<file path="src/rtl/udma_pkg.sv">
package udma_pkg;

    localparam int unsigned TIME_W = 5;
    localparam int unsigned BSEL_W = 2;

    typedef struct packed {
        logic [BSEL_W-1:0] base_sel;
        logic [TIME_W-1:0] rp;
        logic [TIME_W-1:0] ct;
    } drive_timing_t;

    typedef enum logic [1:0] {
        ST_IDLE  = 2'd0,
        ST_WRITE = 2'd1,
        ST_READ  = 2'd2
    } burst_state_t;

    function automatic logic [TIME_W-1:0] at_least_one(input logic [TIME_W-1:0] v);
        return (v == '0) ? TIME_W'(1) : v;
    endfunction

endpackage

</file>
<file path="src/rtl/udma_timing_regs.sv">
module udma_timing_regs
    import udma_pkg::*;
#(
    parameter int unsigned N_DRIVES = 4,
    parameter int unsigned DRV_W    = 2
) (
    input  logic              clk,
    input  logic              rst,
    input  logic              wr_en,
    input  logic [DRV_W-1:0]  wr_drive,
    input  drive_timing_t     wr_word,
    input  logic [DRV_W-1:0]  rd_drive,
    output drive_timing_t     rd_word
);

    drive_timing_t slot [N_DRIVES];

    for (genvar g = 0; g < N_DRIVES; g++) begin : g_slot
        always_ff @(posedge clk) begin
            if (rst) begin
                slot[g] <= '0;
            end else if (wr_en && (wr_drive == DRV_W'(g))) begin
                slot[g] <= wr_word;
            end
        end
    end

    drive_timing_t raw;

    always_comb begin
        raw = '0;
        for (int i = 0; i < N_DRIVES; i++) begin
            if (rd_drive == DRV_W'(i)) raw = slot[i];
        end
        rd_word          = raw;
        rd_word.ct       = at_least_one(raw.ct);
        rd_word.rp       = at_least_one(raw.rp);
    end

endmodule

</file>
<file path="src/rtl/udma_tick_counter.sv">
module udma_tick_counter #(
    parameter int unsigned W = 5
) (
    input  logic         clk,
    input  logic         rst,
    input  logic         clear,
    input  logic         en,
    input  logic         tick,
    input  logic [W-1:0] limit,
    output logic         ready
);

    logic [W-1:0] cnt;
    logic         inc;
    logic [W:0]   sum;

    assign inc   = en & tick;
    assign sum   = {1'b0, cnt} + {{W{1'b0}}, inc};
    assign ready = (sum >= {1'b0, limit});

    always_ff @(posedge clk) begin
        if (rst || clear) begin
            cnt <= '0;
        end else if (inc && (cnt < limit)) begin
            cnt <= cnt + 1'b1;
        end
    end

    p_count_bounded_r4: assert property (@(posedge clk) disable iff (rst)
        (cnt <= limit));

endmodule

</file>
<file path="src/rtl/udma_read_capture.sv">
module udma_read_capture #(
    parameter int unsigned DATA_W = 16
) (
    input  logic              clk,
    input  logic              rst,
    input  logic              en,
    input  logic              dev_strobe,
    input  logic [DATA_W-1:0] dev_data,
    output logic              rd_valid,
    output logic [DATA_W-1:0] rd_data
);

    logic strb_q;
    logic edge_seen;

    assign edge_seen = dev_strobe ^ strb_q;

    always_ff @(posedge clk) begin
        if (rst) begin
            strb_q   <= 1'b0;
            rd_valid <= 1'b0;
            rd_data  <= '0;
        end else begin
            strb_q   <= dev_strobe;
            rd_valid <= en && edge_seen;
            if (en && edge_seen) rd_data <= dev_data;
        end
    end

    p_capture_in_read_r8: assert property (@(posedge clk) disable iff (rst)
        rd_valid |-> $past(en));

endmodule

</file>
<file path="src/rtl/udma_strobe_timer.sv">
module udma_strobe_timer
    import udma_pkg::*;
#(
    parameter int unsigned N_DRIVES = 4,
    parameter int unsigned N_BASE   = 2,
    parameter int unsigned DATA_W   = 16,
    localparam int unsigned DRV_W   = (N_DRIVES > 1) ? $clog2(N_DRIVES) : 1
) (
    input  logic              clk,
    input  logic              rst,
    input  logic              cfg_we,
    input  logic [DRV_W-1:0]  cfg_drive,
    input  logic [TIME_W-1:0] cfg_ct,
    input  logic [TIME_W-1:0] cfg_rp,
    input  logic [BSEL_W-1:0] cfg_base,
    input  logic [N_BASE-1:0] base_tick,
    input  logic              start,
    input  logic [DRV_W-1:0]  start_drive,
    input  logic              start_read,
    input  logic              end_req,
    input  logic              peer_rdy,
    input  logic              fifo_valid,
    input  logic [DATA_W-1:0] fifo_data,
    output logic              fifo_pop,
    output logic              host_strobe,
    output logic [DATA_W-1:0] host_data,
    output logic              stop,
    input  logic              dev_strobe,
    input  logic [DATA_W-1:0] dev_data,
    output logic              rd_valid,
    output logic [DATA_W-1:0] rd_data
);

    localparam int unsigned NSEL = 2 ** BSEL_W;

    burst_state_t  state;
    drive_timing_t lat;
    drive_timing_t sel_word;
    drive_timing_t cfg_word;
    logic          term_q;
    logic          paused_q;
    logic          start_acc;
    logic          wr_ready;
    logic          rp_ready;
    logic          wr_edge;
    logic          wr_finish;
    logic          rd_finish;
    logic          pause_en;
    logic          sel_tick;
    logic [NSEL-1:0] tick_pad;

    assign cfg_word = '{base_sel: cfg_base, rp: cfg_rp, ct: cfg_ct};

    udma_timing_regs #(
        .N_DRIVES (N_DRIVES),
        .DRV_W    (DRV_W)
    ) u_regs (
        .clk      (clk),
        .rst      (rst),
        .wr_en    (cfg_we),
        .wr_drive (cfg_drive),
        .wr_word  (cfg_word),
        .rd_drive (start_drive),
        .rd_word  (sel_word)
    );

    for (genvar gi = 0; gi < NSEL; gi++) begin : g_tick
        if (gi < N_BASE) begin : g_real
            assign tick_pad[gi] = base_tick[gi];
        end else begin : g_none
            assign tick_pad[gi] = 1'b0;
        end
    end

    assign sel_tick  = tick_pad[lat.base_sel];
    assign start_acc = start && (state == ST_IDLE);
    assign wr_edge   = (state == ST_WRITE) && !term_q && wr_ready && fifo_valid;
    assign wr_finish = (state == ST_WRITE) && term_q && wr_ready;
    assign pause_en  = (state == ST_READ) && (paused_q || (term_q && !peer_rdy));
    assign rd_finish = pause_en && rp_ready;
    assign fifo_pop  = wr_edge;

    udma_tick_counter #(.W(TIME_W)) u_cycle_ctr (
        .clk   (clk),
        .rst   (rst),
        .clear (start_acc || wr_edge),
        .en    (state == ST_WRITE),
        .tick  (sel_tick),
        .limit (lat.ct),
        .ready (wr_ready)
    );

    udma_tick_counter #(.W(TIME_W)) u_pause_ctr (
        .clk   (clk),
        .rst   (rst),
        .clear (start_acc),
        .en    (pause_en),
        .tick  (sel_tick),
        .limit (lat.rp),
        .ready (rp_ready)
    );

    udma_read_capture #(.DATA_W(DATA_W)) u_capture (
        .clk        (clk),
        .rst        (rst),
        .en         (state == ST_READ),
        .dev_strobe (dev_strobe),
        .dev_data   (dev_data),
        .rd_valid   (rd_valid),
        .rd_data    (rd_data)
    );

    always_ff @(posedge clk) begin
        if (rst) begin
            state       <= ST_IDLE;
            lat         <= '0;
            term_q      <= 1'b0;
            paused_q    <= 1'b0;
            stop        <= 1'b0;
            host_strobe <= 1'b0;
            host_data   <= '0;
        end else if (start_acc) begin
            state    <= start_read ? ST_READ : ST_WRITE;
            lat      <= sel_word;
            term_q   <= 1'b0;
            paused_q <= 1'b0;
            stop     <= 1'b0;
        end else begin
            if (end_req && (state != ST_IDLE)) term_q <= 1'b1;
            if (pause_en) paused_q <= 1'b1;
            if (wr_edge) begin
                host_strobe <= ~host_strobe;
                host_data   <= fifo_data;
            end
            if (wr_finish || rd_finish) begin
                stop  <= 1'b1;
                state <= ST_IDLE;
            end
        end
    end

    p_pop_moves_strobe_r3: assert property (@(posedge clk) disable iff (rst)
        fifo_pop |=> (host_strobe != $past(host_strobe)));

    p_stop_freezes_strobe_r10: assert property (@(posedge clk) disable iff (rst)
        stop |=> $stable(host_strobe));

    p_snapshot_held_r7: assert property (@(posedge clk) disable iff (rst)
        ((state != ST_IDLE) && ($past(state) != ST_IDLE)) |-> $stable(lat));

    p_no_pop_idle_r10: assert property (@(posedge clk) disable iff (rst)
        (state == ST_IDLE) |-> !fifo_pop);

endmodule

</file>
<file path="config.mk">
export PLATFORM = sky130hd
export DESIGN_NAME = udma_strobe_timer
export DESIGN_NICKNAME = d
export VERILOG_FILES = /design/src/rtl/udma_pkg.sv /design/src/rtl/udma_timing_regs.sv /design/src/rtl/udma_tick_counter.sv /design/src/rtl/udma_read_capture.sv /design/src/rtl/udma_strobe_timer.sv
export SDC_FILE = /design/constraint.sdc
export NUM_CORES = 1
export LEC_CHECK = 0
export ABC_AREA = 1
export BUFFER_PORTS_ARGS = -buffer_cell sky130_fd_sc_hd__clkbuf_2
export CAP_MARGIN = 25
export CORE_MARGIN = 3
export CORE_UTILIZATION = 55
export DETAILED_ROUTE_END_ITERATION = 10
export HOLD_SLACK_MARGIN = 0.1
export PLACE_DENSITY = 0.77
export SLEW_MARGIN = 20
export SYNTH_ARGS = -nofsm -noshare
export SYNTH_HDL_FRONTEND = slang
export SYNTH_HIERARCHICAL = 1
export SYNTH_SLANG_ARGS = --single-unit
export TNS_END_PERCENT = 20
</file>
<file path="constraint.sdc">
create_clock -name clk -period 4.01 [get_ports clk]
set_clock_uncertainty 0.05 [all_clocks]
set_input_delay 0.6015 -clock clk [delete_from_list [all_inputs] [get_ports clk]]
set_output_delay 0.6015 -clock clk [all_outputs]
set_load 0.005 [all_outputs]
</file>
==> out/results.tsv <==
stage	metric	value	unit
final_layout	fin_cells	895	
floorplanning	die_h	107	um
critical_path	crit_path_cell_trace	mux2i_1 -> nor2_1 -> nand2_1 -> inv_1 -> ha_1 -> ha_1 -> xor2_1 -> ha_1 -> nand2_1 -> nor2_1 -> nand3_1 -> nand4_1 -> nand2_2 -> nor2_4 -> clkbuf_2	
global_route	grt_max_degree	31	
synthesis	synth_seq_cells	110	
drt	drc	0	
global_route	antenna_found_initial	0	
synthesis	yosysSeqAreaShare	47.6	%
critical_path	start_kind	flip-flop	
floorplanning	io_pins	95	
critical_path	critPathKind	reg2out	
critical_path	arrival	2870	ps
pwr	totalPowerFinal	2300	uW
place	postPlaceCellArea	0.00607	mm^2
drt	drt_iter0_drc	359	
final_layout	num_antenna_cells	0	
drt	wl_met2	6350	um
pwr	peakVddDrop	0.000254	V
cts	tritoncts	yes	
job	maxCapViolations	0	
timing	hold_violations	0	
global_route	grt.total_usage	22.3	%
drt	wl_met1	5360	um
cts	clock_path_buffers	2	
global_route	grt_pass1_vias	4438	
synthesis	synth-main-ff-cell	dfxtp_1	
critical_path	cp.required	3360	ps
cts	cts-root-buf	clkbuf_8	
cts	clkTransAtPathRegs	110	ps
synthesis	async_flop_share	0	%
critical_path	crit_slowest_cell	dfxtp_1	
floorplanning	rows	36	
final_layout	area_delta_synth_final	11.5	%
global_route	grt.overflow.total	0	
place	io_buffers	94	
synthesis	synth_cells	679	
final_layout	nNetsFinal	840	
place	place_ws	661	ps
synthesis	yosysUniqueCellTypes	35	
critical_path	r2r_cells	18	
final_layout	design_area	0.00628	mm^2
pwr	p_per_area	366	mW/mm^2
floorplanning	initial_core_util	57.1	%
min_path	hold_class	in2reg	
critical_path	crit_fanout	5	
critical_path	endpoint_kind	primary output	
global_route	grt_pass1_wl	20500	um
status	status	finished, final reports clean	
synthesis	synth_nets	762	
drt	wirelength	12600	um
drt	first_pass_iters	5	
timing	setup-tns-final	0	ps
synthesis	yosys_warnings	6	
drt	vias	4672	
critical_path	crit_top_cell	ha_1	
drt	ant_nets	0	
timing	timing.fmax	0.284	GHz
timing	min_period	3520	ps
floorplanning	dieWidth	107	um
synthesis	synth_edf_count	48	
cts	cts_sinks	110	
cts	post_cts_buffers	0	
timing	finalMaxSlewViolations	0	
drt	wl_per_cell	14.1	um
pwr	p_leak	0.00298	uW
cts	cts-resized-gates	0	
timing	fin_crit_sh	87.9	%
place	gp_congestion	0.850	
timing	rsz0062_at_grt	no	
final_layout	drive_above_1_share	20.5	%
final_layout	final_cell_mix	nor2_1, clkbuf_2, nand2_1	
cts	h-tree-depth	3	
timing	setup-violations-final	0	
synthesis	synth.avg_cell_area	8.29	um^2
drt	top_layer	met4	
floorplanning	core	0.00986	mm^2
drt	dr_wl_met3	641	um
cts	cts_buffers	9	
synthesis	netlist_area	0.00563	mm^2
min_path	min_path_cells	3	
cts	cts_hold_buffers	0	
drt	viasPerCell	5.22	
timing	relSlewSlack	49.2	%
critical_path	cp_slowest_stage_delay	390	ps
cts	insertion_delay	380	ps
final_layout	final_common_cell	nor2_1	
place	dp.cells	879	
place	dp_hpwl	9060	um
timing	tightestPinTransition	761	ps
timing	fin_ws	486	ps
floorplanning	die-area	0.0115	mm^2
final timing paths:
kind | from | to | slack (ps)
hold / removal | fifo_data[1] | host_data[1] | 380
setup reg to reg | lat[10] | u_cycle_ctr/cnt[1] | 910
hold reg to reg | paused_q | paused_q | 420
setup / recovery | lat[10] | fifo_pop | 490
metrics by stage:
stage	util [%]	hold slack [ps]
floorplan	-	385
global placement	61.5	398
detailed placement	61.5	409
CTS	63.7	369
global route	63.7	381
finish	63.7	385
layout make-up:
type	count	area (um^2)
tap	133	166
sequential	110	2680
multi-input combinational	455	2410
clock buffer	10	129
fill	832	3580
inverter	85	322
clock inverter	6	80.1
timing repair buffer	96	485
report_power, final:
group	internal (uW)	switching (uW)	total (uW)
combinational	120	217	338
sequential	1240	31.5	1270
clock	303	389	693
routing by layer:
layer	vias to the layer above	global-route usage, %
met5	-	0
met4	0	7.40
met3	21	4.15
met2	145	37.4
met1	2145	29.1
li1	2361	-
registers in the layout (all words and copies together) (netlist names):
register / count
state: 2
paused_q: 1
u_capture/strb_q: 1
u_capture/rd_valid: 1
host_data: 16
stop: 1
lat: 12
host_strobe: 1
u_capture/rd_data: 16
term_q: 1
u_cycle_ctr/cnt: 5
u_pause_ctr/cnt: 5
u_regs/slot: 48
cell usage after synthesis, types with 8 or more instances:
master,instances,share of area [%]
buf_2,8,0.71
nand4_1,30,3.3
nor2_1,158,11
nand4_2,8,1.8
edfxtp_1,48,26
o21ai_0,26,2.3
nand2_2,8,0.89
dfxtp_1,62,22
buf_4,8,1.1
inv_1,78,5.2
nand2_1,90,6.0
nand3_1,54,4.8
ha_1,24,5.3
a21oi_1,16,1.4
critical path: cells and delay by family (launching register included):
family | cells | cell delay (ps)
AND/OR/NAND/NOR | 8 | 830
adder cells (fa/ha/maj) | 3 | 720
buffers and inverters | 2 | 210
multiplexers | 1 | 200
XOR/XNOR | 1 | 150
flip-flops | 1 | 390
cell families after synthesis:
group / synth area share (%)
buffers and inverters: 9.47
muxes: 0.178
AOI/OAI and AO/OA: 4.96
and+or+nand+nor: 31.5
xor gates and xnor gates: 0.933
DFF: 47.6
adders and majority gates: 5.33
Power figures use the tool's default switching activity.
